**config.mk**
```make
export PLATFORM = sky130hd
export DESIGN_NAME = trace_rec_filter
export DESIGN_NICKNAME = d
export VERILOG_FILES = /design/src/rtl/trf_pkg.sv /design/src/rtl/trf_mask_match.sv /design/src/rtl/trf_cfg_regs.sv /design/src/rtl/trace_rec_filter.sv
export SDC_FILE = /design/constraint.sdc
export NUM_CORES = 1
export LEC_CHECK = 0
export BUFFER_PORTS_ARGS = -buffer_cell sky130_fd_sc_hd__buf_2
export CORE_MARGIN = 4
export CORE_UTILIZATION = 35
export CTS_BUF_LIST = sky130_fd_sc_hd__clkbuf_4
export CTS_CLUSTER_DIAMETER = 50
export DETAILED_ROUTE_END_ITERATION = 16
export PLACE_DENSITY = 0.65
export SYNTH_ARGS = -nofsm -noshare
export SYNTH_HDL_FRONTEND = slang
export SYNTH_SLANG_ARGS = --single-unit
```
**constraint.sdc**
```tcl
create_clock -name clk -period 1.77 [get_ports clk]
set_input_delay 0.177 -clock clk [delete_from_list [all_inputs] [get_ports clk]]
set_output_delay 0.177 -clock clk [all_outputs]
set_load 0.05 [all_outputs]
```
**src/rtl/trf_pkg.sv**
```systemverilog
package trf_pkg;
  localparam int TYPE_W   = 7;
  localparam int SIZE_W   = 8;
  localparam int GRP_W    = 4;
  localparam int CHIP_W   = 3;
  localparam int UNIT_W   = 10;
  localparam int SCOPE_W  = 3;
  localparam int SRC_W    = 2;
  localparam int PORT_W   = 1;
  localparam int RC_W     = 5;
  localparam int TS_W     = TYPE_W + SIZE_W;
  localparam int TAG_W    = GRP_W + CHIP_W + UNIT_W + SCOPE_W + SRC_W + PORT_W;
  localparam int CFG_AW   = 3;
  localparam int CFG_DW   = 32;

  localparam int SRC_LSB  = PORT_W;
  localparam int UNIT_LSB = PORT_W + SRC_W + SCOPE_W;
  localparam logic [TAG_W-1:0] SRC_FIELD  = TAG_W'(((1 << SRC_W) - 1) << SRC_LSB);
  localparam logic [TAG_W-1:0] UNIT_FIELD = TAG_W'(((1 << UNIT_W) - 1) << UNIT_LSB);

  typedef enum logic [CFG_AW-1:0] {
    CA_MODE   = 3'd0,
    CA_TS_PAT = 3'd1,
    CA_TS_MSK = 3'd2,
    CA_TG_PAT = 3'd3,
    CA_TG_MSK = 3'd4,
    CA_RC     = 3'd5
  } cfg_addr_e;

  typedef struct packed {
    logic              data_mode;
    logic              filter_all;
    logic              own_wr_en;
    logic              ts_inv;
    logic              rc_inv;
    logic [TYPE_W-1:0] type_pat;
    logic [TYPE_W-1:0] type_mask;
    logic [SIZE_W-1:0] size_pat;
    logic [SIZE_W-1:0] size_mask;
    logic [TAG_W-1:0]  tag_pat;
    logic [TAG_W-1:0]  tag_mask;
    logic [RC_W-1:0]   rc_pat;
    logic [RC_W-1:0]   rc_mask;
  } trf_cfg_t;
endpackage

```
**src/rtl/trf_mask_match.sv**
```systemverilog
module trf_mask_match #(
  parameter int W = 8
) (
  input  logic [W-1:0] pat,
  input  logic [W-1:0] mask,
  input  logic [W-1:0] value,
  input  logic         invert,
  output logic         pass
);
  logic [W-1:0] bit_miss;
  logic         hit;
  logic         empty;

  for (genvar i = 0; i < W; i++) begin : g_bit
    assign bit_miss[i] = mask[i] & (pat[i] ^ value[i]);
  end

  assign hit   = ~|bit_miss;
  assign empty = ~|mask;
  assign pass  = empty | (hit ^ invert);
endmodule

```
**src/rtl/trf_cfg_regs.sv**
```systemverilog
module trf_cfg_regs
  import trf_pkg::*;
(
  input  logic              clk,
  input  logic              rst_n,
  input  logic              we,
  input  logic [CFG_AW-1:0] addr,
  input  logic [CFG_DW-1:0] wdata,
  output trf_cfg_t          cfg_q
);
  trf_cfg_t cfg_d;
  logic     upd_en;
  logic     wdata_unused;

  assign wdata_unused = ^wdata[CFG_DW-1:TAG_W];

  always_comb begin
    cfg_d  = cfg_q;
    upd_en = 1'b0;
    if (we) begin
      upd_en = 1'b1;
      case (cfg_addr_e'(addr))
        CA_MODE: begin
          cfg_d.data_mode  = wdata[0];
          cfg_d.filter_all = wdata[1];
          cfg_d.own_wr_en  = wdata[2];
          cfg_d.ts_inv     = wdata[3];
          cfg_d.rc_inv     = wdata[4];
        end
        CA_TS_PAT: begin
          cfg_d.type_pat = wdata[TYPE_W-1:0];
          cfg_d.size_pat = wdata[8 +: SIZE_W];
        end
        CA_TS_MSK: begin
          cfg_d.type_mask = wdata[TYPE_W-1:0];
          cfg_d.size_mask = wdata[8 +: SIZE_W];
        end
        CA_TG_PAT: cfg_d.tag_pat  = wdata[TAG_W-1:0];
        CA_TG_MSK: cfg_d.tag_mask = wdata[TAG_W-1:0];
        CA_RC: begin
          cfg_d.rc_pat  = wdata[RC_W-1:0];
          cfg_d.rc_mask = wdata[8 +: RC_W];
        end
        default: upd_en = 1'b0;
      endcase
    end
  end

  always_ff @(posedge clk or negedge rst_n) begin
    if (!rst_n) begin
      cfg_q <= '0;
    end else if (upd_en) begin
      cfg_q <= cfg_d;
    end
  end
endmodule

```
**src/rtl/trace_rec_filter.sv**
```systemverilog
module trace_rec_filter
  import trf_pkg::*;
#(
  parameter logic [TYPE_W-1:0] MISC_TYPE = 7'h31,
  parameter logic [TYPE_W-1:0] HANG_TYPE = 7'h3B
) (
  input  logic               clk,
  input  logic               rst_n,
  input  logic               cfg_we,
  input  logic [CFG_AW-1:0]  cfg_addr,
  input  logic [CFG_DW-1:0]  cfg_wdata,
  input  logic               cmd_valid,
  input  logic [TYPE_W-1:0]  cmd_type,
  input  logic [SIZE_W-1:0]  cmd_size,
  input  logic [GRP_W-1:0]   cmd_group,
  input  logic [CHIP_W-1:0]  cmd_chip,
  input  logic [UNIT_W-1:0]  cmd_unit,
  input  logic [SCOPE_W-1:0] cmd_scope,
  input  logic [SRC_W-1:0]   cmd_source,
  input  logic [PORT_W-1:0]  cmd_port,
  input  logic               cmd_own_write,
  input  logic               rsp_valid,
  input  logic [RC_W-1:0]    rsp_code,
  input  logic [GRP_W-1:0]   rsp_group,
  input  logic [CHIP_W-1:0]  rsp_chip,
  input  logic [UNIT_W-1:0]  rsp_unit,
  input  logic [SCOPE_W-1:0] rsp_scope,
  input  logic [PORT_W-1:0]  rsp_port,
  input  logic               rsp_local,
  input  logic               dat_valid,
  input  logic [TAG_W-1:0]   dat_word,
  output logic               cmd_capture,
  output logic               rsp_capture,
  output logic               dat_capture
);
  trf_cfg_t         cfg_q;
  logic [TAG_W-1:0] cmd_tag;
  logic [TAG_W-1:0] rsp_tag;
  logic [TAG_W-1:0] rsp_tag_mask;
  logic             ts_pass, cmd_tag_pass, rc_pass, rsp_tag_pass, dat_pass;
  logic             cmd_special, cmd_keep, rsp_keep, dat_keep;
  logic             cmd_cap_d, rsp_cap_d, dat_cap_d;

  trf_cfg_regs u_cfg (
    .clk   (clk),
    .rst_n (rst_n),
    .we    (cfg_we),
    .addr  (cfg_addr),
    .wdata (cfg_wdata),
    .cfg_q (cfg_q)
  );

  assign cmd_tag = {cmd_group, cmd_chip, cmd_unit, cmd_scope, cmd_source, cmd_port};
  assign rsp_tag = {rsp_group, rsp_chip, rsp_unit, rsp_scope, {SRC_W{1'b0}}, rsp_port};
  assign rsp_tag_mask = cfg_q.tag_mask & ~SRC_FIELD & (rsp_local ? {TAG_W{1'b1}} : ~UNIT_FIELD);

  trf_mask_match #(.W(TS_W)) u_cmd_ts (
    .pat    ({cfg_q.size_pat, cfg_q.type_pat}),
    .mask   ({cfg_q.size_mask, cfg_q.type_mask}),
    .value  ({cmd_size, cmd_type}),
    .invert (cfg_q.ts_inv),
    .pass   (ts_pass)
  );

  trf_mask_match #(.W(TAG_W)) u_cmd_tag (
    .pat    (cfg_q.tag_pat),
    .mask   (cfg_q.tag_mask),
    .value  (cmd_tag),
    .invert (1'b0),
    .pass   (cmd_tag_pass)
  );

  trf_mask_match #(.W(RC_W)) u_rsp_rc (
    .pat    (cfg_q.rc_pat),
    .mask   (cfg_q.rc_mask),
    .value  (rsp_code),
    .invert (cfg_q.rc_inv),
    .pass   (rc_pass)
  );

  trf_mask_match #(.W(TAG_W)) u_rsp_tag (
    .pat    (cfg_q.tag_pat),
    .mask   (rsp_tag_mask),
    .value  (rsp_tag),
    .invert (1'b0),
    .pass   (rsp_tag_pass)
  );

  trf_mask_match #(.W(TAG_W)) u_dat (
    .pat    (cfg_q.tag_pat),
    .mask   (cfg_q.tag_mask),
    .value  (dat_word),
    .invert (1'b0),
    .pass   (dat_pass)
  );

  always_comb begin
    cmd_special = (cmd_type == MISC_TYPE) || (cmd_type == HANG_TYPE);
    cmd_keep    = !cfg_q.data_mode
                  && (!cmd_own_write || cfg_q.own_wr_en)
                  && ((cmd_special && !cfg_q.filter_all) || (ts_pass && cmd_tag_pass));
    rsp_keep    = !cfg_q.data_mode && rc_pass && rsp_tag_pass;
    dat_keep    = cfg_q.data_mode && dat_pass;
    cmd_cap_d   = cmd_valid && cmd_keep;
    rsp_cap_d   = rsp_valid && rsp_keep;
    dat_cap_d   = dat_valid && dat_keep;
  end

  always_ff @(posedge clk or negedge rst_n) begin
    if (!rst_n) begin
      cmd_capture <= 1'b0;
      rsp_capture <= 1'b0;
      dat_capture <= 1'b0;
    end else begin
      cmd_capture <= cmd_cap_d;
      rsp_capture <= rsp_cap_d;
      dat_capture <= dat_cap_d;
    end
  end
endmodule

```
==> impl_results.md, run 1 <==
* Gr ovfl total at 0
* Vias post-DR at 3548
* Peak VDD IR at 620.5 uV
* Pwr/cell area at 1045 nW/um^2
* Hold Path Depth at 2
* Final HPWL DP at 10500 um
* Largest net degree at the start of global routing at 39
* Clock Path Buffers at 2
* Status: finished, violations left
* Buffers plus inverters on the worst setup path at 0
* Rel. slew slack at 65.65%
* CTS Buf Count at 9
* Die Area at 15570 sq um
* Row count at 42
* Core area at 13300 sq um
* RSZ-0062 raised after global routing: yes
* CP Launch Type: flip-flop
* Die W at 124.8 um
* Crit path capture type: flip-flop
* Crit path largest cell delay at 420 ps
* Failing checks: setup timing
* Final core utilization at 46.09%
* Register bit count reported by yosys at 94
* Post-Synthesis Net Count at 495
* DRT iter0 DRCs at 218
* DRC at 0
* Vias per cell at 5.033
* Cell family with most CP delay: compound AO/OA/AOI/OAI gates
* Clk pin slew, worst setup/hold paths at 150 ps
* First-pass GRT wire length at 21430 um
* Clk pwr share at 24.5%
* CTS sink count at 94
* Critical Path RT at 2160 ps
* Final-stage net count at 654
* Seq/Total Area, Yosys at 49.29%
* Worst Clk Skew at 17.26 ps
* Hold Path Sink: u_cfg.cfg_q[47]$_DFFE_PN0P_
* Clock Latency Late Sink at 440 ps
* Port Buf Inserts at 123
* CP Cell Sequence: xor2_1 -> a22o_1 -> a221oi_1 -> nand4_1 -> a311o_1 -> a21oi_2
* Wire length per cell at 18.93 um
* Switch Pwr at 0.001940 W
* CP Launch Point: u_cfg.cfg_q[51]$_DFFE_PN0P_
* Hold Worst Slack at 33.68 ps
* Fmax at 0.5611 GHz
* Drt pass-1 iters at 4
* Number of diodes at 0
* Hold path start: cfg_wdata[14]
* Setup TNS at -12.22 ps
* RR Startpoint: u_cfg.cfg_q[51]$_DFFE_PN0P_
* Slew Viols, Final at 0
* Synth cell types at 28
* GRT Total Usage at 17.49%
* Syn Inst Count at 365
* Final setup viols at 1
* Root buf cell: clkbuf_4
* Final WS setup at -12.22 ps
* Initial Util at 35.89%
* Synth warn at 0
* Post-Syn Area at 4772 sq um
* Worst r2r dst: cmd_capture$_DFF_PN0_
* Crit path kind: flip-flop to flip-flop
* FF-to-FF path depth at 6
* Fraction of layout cells with a size suffix above 1 at 48.20%
* Vias in the first global route at 3990
* Hold Path Class: primary input to flip-flop
* CTS tree: built
* Pleak at 2.829 nW
* Worst slack, placed at -84.98 ps
* Crit Path Max Fanout at 2
* Sequential power share at 47.8%
* Number of max-cap violations at 0
* Post-Route WL at 13350 um
* Synth-to-Final Area Change at 28.42%
* I/O pin count at 133
* Worst-margin pin slew at 515.3 ps
* Crit path DAT at 2170 ps
* Sw Share at 30.31%
* Synthesized area per cell at 13.07 sq um
* H-tree depth at 3
* Routability-driven placement congestion ratio at 0.8358
* Final hold vios at 0
* Critical Path Slowest Stage Cell: dfrtp_1
* FF-to-FF setup slack at -10 ps
* Period utilisation layout at 100.7%
* Die extent in y at 124.8 um
* Post-detailed-route count of antenna-violating nets at 0
* Initial antenna violation count at 0
* Cell internal pwr at 0.004461 W
* Fin crit period at 1782 ps
* Logic gate share of total power at 27.7%
## through the flow
step / std cells / area [sq um] / power, W
after floorplan: 365 / 4772 / 0.004073
after global placement: 676 / 5781 / 0.004765
after detailed placement: 676 / 5781 / 0.004828
after CTS: 705 / 6112 / 0.006432
after global routing: 705 / 6128 / 0.006809
final: 705 / 6128 / 0.006401
## logic make-up after synthesis
group,Yosys count,share of synthesized area (%)
AO/OA/AOI/OAI,46,7.787
AND/OR/NAND/NOR,37,4.379
XOR/XNOR,89,16.33
buffers and inverters,8,0.7341
flip-flops,94,49.29
multiplexers,91,21.47
## worst max path at each step
| stage | endpoint | depth (start not counted) |
|---|---|---|
| floorplan | cmd_capture$_DFF_PN0_ | 6 |
| finish | cmd_capture$_DFF_PN0_ | 6 |
| CTS | cmd_capture$_DFF_PN0_ | 6 |
| global placement | cmd_capture$_DFF_PN0_ | 6 |
| detailed placement | cmd_capture$_DFF_PN0_ | 6 |
| global route | cmd_capture$_DFF_PN0_ | 6 |
## synth_stat cells (all sizes together)
master | count | area, sq um
nor3b | 1 | 7.510
a311o | 1 | 10.01
nor2b | 1 | 6.260
a22o | 7 | 61.31
nand4b | 2 | 17.52
xor2 | 87 | 762.0
a221oi | 9 | 78.83
nor3 | 5 | 25.02
nor2 | 2 | 7.510
a222oi | 3 | 30.03
mux2 | 91 | 1025
and3b | 1 | 8.760
a21oi | 2 | 13.76
nand3 | 6 | 30.03
buf | 4 | 20.02
or3 | 1 | 6.260
nand3b | 2 | 15.01
xnor2 | 2 | 17.52
a22oi | 22 | 165.2
a211oi | 1 | 7.510
nand4 | 6 | 37.54
nand2b | 1 | 6.260
nand2 | 6 | 22.52
o21ai | 1 | 5.000
clkbuf | 4 | 15.01
dfrtp | 94 | 2352
nor4 | 3 | 18.77
## sequential cells by signal, indices dropped and copies added, names as in the netlist
register	cells
cmd_capture	1
dat_capture	1
rsp_capture	1
u_cfg.cfg_q	91
## timing repair
action,CTS,global route
pin swaps,4,0
hold buffers,12,0
setup buffers,1,0
hold endpoints to repair,58,0
setup endpoints to repair,1,3
gates resized for setup,0,3
## layout by cell type (no fill, tap or decap), types with 3 or more instances in the layout
master / instances
buf_2: 122
dfrtp_1: 94
mux2_2: 91
xor2_1: 87
a22oi_1: 22
buf_4: 18
dlygate4sd3_1: 12
clkbuf_4: 9
a22o_1: 7
a221oi_1: 7
nand4_1: 6
nand3_1: 6
nand2_1: 6
nor3_1: 4
bufinv_16: 4
buf_12: 4
nor4_1: 3
a222oi_1: 3
## power by group through the flow
stage / Clock, W / Combinational (W) / Sequential (W)
4_1_cts: 0.00161 / 0.00176 / 0.00306
5_1_grt: 0.00171 / 0.00196 / 0.00313
3_3_place_gp: 0 / 0.00169 / 0.00308
3_5_place_dp: 0 / 0.00173 / 0.00310
6_report: 0.00157 / 0.00177 / 0.00306
2_1_floorplan: 0 / 0.00108 / 0.00299
## cell type report
cell class                 instances  area, sq um
tap                              176        220.2
clock buffer                       9        67.56
timing repair buffer             156        945.9
clock inverter                     7        136.4
multi-input combinational        263         2406
sequential                        94         2352
fill                            1224         7167
## routing by layer
| layer | global-route usage, % | wire length (um) |
|---|---|---|
| met4 | 4.836 | 334 |
| met3 | 4.760 | 1112 |
| met1 | 23.26 | 5572 |
| met2 | 28.12 | 6326 |
| met5 | 0 | 0 |
No activity file was read; power rests on OpenSTA's default activity.
==> inputs of run 2 (changes only) <==
--- a/config.mk
+++ b/config.mk
@@ -7,11 +7,11 @@
 export LEC_CHECK = 0
 export BUFFER_PORTS_ARGS = -buffer_cell sky130_fd_sc_hd__buf_2
 export CORE_MARGIN = 4
-export CORE_UTILIZATION = 35
-export CTS_BUF_LIST = sky130_fd_sc_hd__clkbuf_4
+export CORE_UTILIZATION = 47
+export CTS_BUF_LIST = sky130_fd_sc_hd__clkbuf_16
 export CTS_CLUSTER_DIAMETER = 50
 export DETAILED_ROUTE_END_ITERATION = 16
-export PLACE_DENSITY = 0.65
+export PLACE_DENSITY = 0.82
 export SYNTH_ARGS = -nofsm -noshare
 export SYNTH_HDL_FRONTEND = slang
 export SYNTH_SLANG_ARGS = --single-unit
==> constraint.sdc (replaced) <==
create_clock -name clk -period 1.77 [get_ports clk]
set_input_delay 0.531 -clock clk [delete_from_list [all_inputs] [get_ports clk]]
set_output_delay 0.531 -clock clk [all_outputs]
set_load 0.05 [all_outputs]
==> run 2 against run 1 <==
The flow still finishes with violations (setup timing). Worst setup slack lost 75 ps. Highest routed layer unchanged. Global-route usage grew 4.9 points. Core utilization grew 15 points. Hold slack gained 50 ps. Critical path type unchanged. Clock power grew 21%. Count of clock-buffer cells in the layout is the same. Via count grew 0.62%. Die area shrank 24%. Largest power group unchanged. Critical path depth is the same. First-iteration DRC count shrank 23%. Routed wire length shrank 4.0%. Largest cell class unchanged. Final area shrank 1.6%.
==> impl_results.md, run 2 (synthesized netlist as in run 1, its figures left out) <==
* Synth-to-Final Area Change at 26.35%
* Number of diodes at 0
* Gr ovfl total at 0
* Die W at 108.8 um
* DRC at 0
* Crit path DAT at 2130 ps
* Crit path largest cell delay at 390 ps
* CP Cell Sequence: xor2_1 -> a222oi_1 -> nand3_1 -> or3_1 -> a311o_1 -> a21oi_2
* # placed instances at 631
* Initial Util at 48.60%
* Pleak at 2.811 nW
* Crit Path Max Fanout at 2
* Hold Path Class: primary input to asynchronous set/reset pin
* Failing checks: setup timing
* Clock Path Buffers at 2
* Number of max-cap violations at 0
* CTS tree: built
* Vias post-DR at 3570
* Fillers at 820
* Peak VDD IR at 527.4 uV
* Fin crit period at 1857 ps
* Period utilisation layout at 104.9%
* Die Area at 11830 sq um
* RSZ-0062 raised after global routing: yes
* Switch Pwr at 0.002014 W
* Clk pwr share at 28.6%
* Port Buf Inserts at 123
* H-tree depth at 3
* Final HPWL DP at 10020 um
* Fin cells at 647
* Die extent in y at 108.8 um
* Clock Latency Late Sink at 340 ps
* Crit path kind: flip-flop to flip-flop
* Routability-driven placement congestion ratio at 0.9701
* Slew Viols, Final at 0
* Final setup viols at 1
* Drt pass-1 iters at 4
* Sequential power share at 46.3%
* Commonest non-fill, non-tap cell in the layout: buf_2
* Final WS setup at -87.23 ps
* Initial antenna violation count at 0
* Status: finished, violations left
* Critical Path Slowest Stage Cell: dfrtp_1
* Root buf cell: clkbuf_16
* Largest net degree at the start of global routing at 38
* CP Launch Type: flip-flop
* Row count at 36
* Cell internal pwr at 0.004649 W
* Crit path capture type: flip-flop
* Post-Route WL at 12810 um
* Critical Path RT at 2040 ps
* Sw Share at 30.23%
* Vias in the first global route at 3836
* Final hold vios at 0
* I/O pin count at 133
* Post-detailed-route count of antenna-violating nets at 0
* DRT iter0 DRCs at 167
* Pwr/cell area at 1105 nW/um^2
* CTS Buf Count at 9
* Clk pin slew, worst setup/hold paths at 70 ps
* Rel. slew slack at 75.32%
* Largest register FFs at 91
* Wire length per cell at 19.80 um
* Total Power at 0.006663 W
* Core area at 9819 sq um
* Vias per cell at 5.518
* GRT Total Usage at 22.35%
* First-pass GRT wire length at 19800 um
* Commonest cells after routing, fill and taps aside: buf_2 (122), dfrtp_1 (94), mux2_2 (91)
* Biggest register: u_cfg.cfg_q
* CTS sink count at 94
* Fraction of layout cells with a size suffix above 1 at 48.44%
* Worst Clk Skew at 8.537 ps
* Logic gate share of total power at 25.1%
* Worst-margin pin slew at 370.2 ps
* Fmax at 0.5384 GHz
* Hold Worst Slack at 83.39 ps
* Hold_buf cts at 0
* Final-stage net count at 639
* Post-CTS Resized at 0
-- run 2: metal layers --
metal | vias to the layer above | track usage (%) | routed length (um)
li1 | 1636 | - | -
met2 | 140 | 38.22 | 6322
met3 | 23 | 3.730 | 805
met5 | - | 0 | 0
met1 | 1771 | 28.80 | 5445
met4 | 0 | 7.665 | 234
-- run 2: cell type report --
| class | instances | area, sq um | area share [%] |
|---|---|---|---|
| Multi-Input combinational cell | 263 | 2392 | 39.68 |
| Sequential cell | 94 | 2352 | 39.01 |
| Timing Repair Buffer | 141 | 828.3 | 13.74 |
| Clock buffer | 9 | 225.2 | 3.735 |
| Tap cell | 133 | 166.4 | 2.760 |
| Clock inverter | 7 | 65.06 | 1.079 |
-- run 2: repair_timing --
action	in CTS	in global routing
gates cloned	0	0
setup buffers	0	0
endpoints found under the setup margin	1	1
-- run 2: worst paths after layout --
check	start	end	slack, ps	depth (start not counted)
worst max-delay path	u_cfg.cfg_q[67]$_DFFE_PN0P_	cmd_capture$_DFF_PN0_	-90	6
worst min-delay path	rst_n	u_cfg.cfg_q[67]$_DFFE_PN0P_	80	1
worst max register to register	u_cfg.cfg_q[67]$_DFFE_PN0P_	cmd_capture$_DFF_PN0_	-90	6
worst min register to register	u_cfg.cfg_q[88]$_DFFE_PN0P_	u_cfg.cfg_q[88]$_DFFE_PN0P_	510	1
max in group asynchronous	rst_n	u_cfg.cfg_q[10]$_DFFE_PN0P_	1170	2
min in group clk	rsp_local	rsp_capture$_DFF_PN0_	390	2
-- run 2: power by group through the flow --
stage,combinational (W),clock (W),sequential (W)
2_1_floorplan,0.00108,0,0.00299
3_3_place_gp,0.00160,0,0.00309
3_5_place_dp,0.00166,0,0.00312
4_1_cts,0.00168,0.00194,0.00308
5_1_grt,0.00183,0.00203,0.00315
6_report,0.00167,0.00190,0.00308
-- run 2: worst max-delay path, delay by kind of cell, from the launching register on --
family          cells  cell delay, ps
flops               1             390
simple gates        2             450
xor+xnor            1             160
compound gates      3             790
-- run 2: stage by stage --
stage / setup WS [ps] / utilization, % / cell area, sq um / setup TNS [ps]
final: -87.23 / 61.40 / 6030 / -87.23
after floorplan: -43.33 / - / 4777 / -43.33
after global placement: -285.9 / 58.45 / 5739 / -336.3
after detailed placement: -319.7 / 58.45 / 5739 / -386.9
after CTS: -78.87 / 61.40 / 6030 / -78.87
after global routing: -257.4 / 61.40 / 6030 / -257.4
==> inputs of run 3 (changes only) <==
--- a/config.mk
+++ b/config.mk
@@ -6,9 +6,8 @@
 export NUM_CORES = 1
 export LEC_CHECK = 0
 export BUFFER_PORTS_ARGS = -buffer_cell sky130_fd_sc_hd__buf_2
-export CORE_MARGIN = 4
+export CORE_MARGIN = 3
 export CORE_UTILIZATION = 47
-export CTS_BUF_LIST = sky130_fd_sc_hd__clkbuf_16
 export CTS_CLUSTER_DIAMETER = 50
 export DETAILED_ROUTE_END_ITERATION = 16
 export PLACE_DENSITY = 0.82
==> run 3 against run 2 <==
The run still ends with setup timing left. Power down 4.3%. Clock skew about the same. Hold slack improved by 280 ps. Non-clock buffer count grew 3. Die area fell by 3.6%. Via count is 0.31% higher. Core utilization is 0.25 points lower. Fmax shrank 0.58%. Critical endpoint unchanged. Highest routed layer unchanged.
==> impl_results.md, run 3 (synthesized netlist as in run 1, its figures left out) <==
* I/O pin count at 133
* Biggest register: u_cfg.cfg_q
* Final hold vios at 0
* Register area at 2352 sq um
* Number of diodes at 0
* Final-stage net count at 642
* Setup TNS at -98.00 ps
* Final WS setup at -98.00 ps
* Crit path capture type: flip-flop
* Critical Path RT at 2060 ps
* Clock Path Buffers at 2
* CTS sink count at 94
* Worst-margin pin slew at 368.9 ps
* Worst Clk Skew at 8.869 ps
* Final core utilization at 61.15%
* Number of max-cap violations at 0
* Vias in the first global route at 3924
* DRT iter0 DRCs at 175
* Fin crit period at 1868 ps
* Die extent in y at 106.8 um
* Initial Util at 48.60%
* Clk pin slew, worst setup/hold paths at 90 ps
* Post CTS Setup Buffer Count at 0
* Core area at 9819 sq um
* Commonest non-fill, non-tap cell in the layout: buf_2
* Cell family with most CP delay: compound AO/OA/AOI/OAI gates
* Peak VDD IR at 608.8 uV
* Crit path kind: flip-flop to flip-flop
* Die W at 106.8 um
* Rel. slew slack at 75.40%
* Buffers plus inverters on the worst setup path at 0
* CP Launch Type: flip-flop
* Fraction of layout cells with a size suffix above 1 at 49.32%
* Wire length per cell at 19.60 um
* Post-detailed-route count of antenna-violating nets at 0
* CTS Buf Count at 9
* Final setup viols at 1
* Pleak at 2.794 nW
* First-pass GRT wire length at 20230 um
* Hold Worst Slack at 365.0 ps
* Gr ovfl total at 0
* Fmax at 0.5353 GHz
* Fillers at 849
* Drt pass-1 iters at 4
* Synth-to-Final Area Change at 25.83%
* Period utilisation layout at 105.5%
* Largest register FFs at 91
* Worst slack, placed at -330.2 ps
* Area of the multi-input gates at 2409 sq um
* Port Buf Inserts at 123
* Routability-driven placement congestion ratio at 0.9591
* Final HPWL DP at 9988 um
* Die Area at 11400 sq um
* Initial antenna violation count at 0
* Root buf cell: clkbuf_8
* Slew Viols, Final at 0
* Crit Path Max Fanout at 2
* Largest net degree at the start of global routing at 48
* Hold Path Class: primary input to flip-flop
* CP Cell Sequence: xor2_1 -> a222oi_1 -> nand3_1 -> or3_1 -> a311o_1 -> a21oi_2
* Post-Route WL at 12740 um
* Total Power at 0.006373 W
* CTS tree: built
* Crit path DAT at 2150 ps
* Status: finished, violations left
* Pwr/cell area at 1061 nW/um^2
* Critical Path Slowest Stage Cell: dfrtp_1
* Crit path largest cell delay at 400 ps
* Commonest cells after routing, fill and taps aside: buf_2 (122), dfrtp_1 (94), mux2_2 (91)
* Row count at 36
* Vias per cell at 5.509
* H-tree depth at 3
* DRC at 0
* GRT Total Usage at 23.27%
* Clock Latency Late Sink at 360 ps
* Failing checks: setup timing
* RSZ-0062 raised after global routing: yes
* Vias post-DR at 3581
[run 3: power breakdown]
part	leakage, nW	switching (W)	internal (W)
clock network	0.113	0.000727	0.000838
registers	1.13	0.000480	0.00261
logic	1.55	0.000742	0.000980
[run 3: layer usage]
layer  vias up  part of all wire, %  track usage, %
met3        14                  8.0           5.539
met4         0                  1.3           6.667
met1      1786                   39           29.03
li1       1636                    -               -
met5         -                    0               0
met2       145                   51           40.33
[run 3: repair_timing]
| item | 4_1_cts | 5_1_grt |
|---|---|---|
| pin swaps | 0 | 0 |
| hold buffers | 1 | 0 |
| resized for setup | 0 | 3 |
| endpoints found under the setup margin | 1 | 2 |
| endpoints found under the hold margin | 8 | 0 |
[run 3: worst reg2reg max path, cell delays in order, from the launching register on]
cell	delay (ps)
dfrtp_1	400
xor2_1	160
a222oi_1	380
nand3_1	140
or3_1	320
a311o_1	280
a21oi_2	120
[run 3: worst paths after layout]
check,startpoint,endpoint,slack [ps],cells past startpoint
worst max-delay path,u_cfg.cfg_q[67]$_DFFE_PN0P_,cmd_capture$_DFF_PN0_,-100,6
worst min-delay path,rsp_local,rsp_capture$_DFF_PN0_,370,2
worst max register to register,u_cfg.cfg_q[67]$_DFFE_PN0P_,cmd_capture$_DFF_PN0_,-100,6
worst min register to register,u_cfg.cfg_q[88]$_DFFE_PN0P_,u_cfg.cfg_q[88]$_DFFE_PN0P_,520,1
max in group asynchronous,rst_n,u_cfg.cfg_q[8]$_DFFE_PN0P_,750,3
min in group asynchronous,rst_n,u_cfg.cfg_q[82]$_DFFE_PN0P_,540,2
[run 3: through the flow]
stage	area, sq um	cells
2_1_floorplan	4777	365
3_3_place_gp	5754	633
3_5_place_dp	5754	633
4_1_cts	5988	650
5_1_grt	6005	650
6_report	6005	650
[run 3: area by class of cell]
type                    count  area share, %
clock buffers              11          2.355
clock inverters             5          1.375
multi-input cells         263          40.11
flip-flops and latches     94          39.17
well taps                 133          2.771
repair buffers            144          14.21
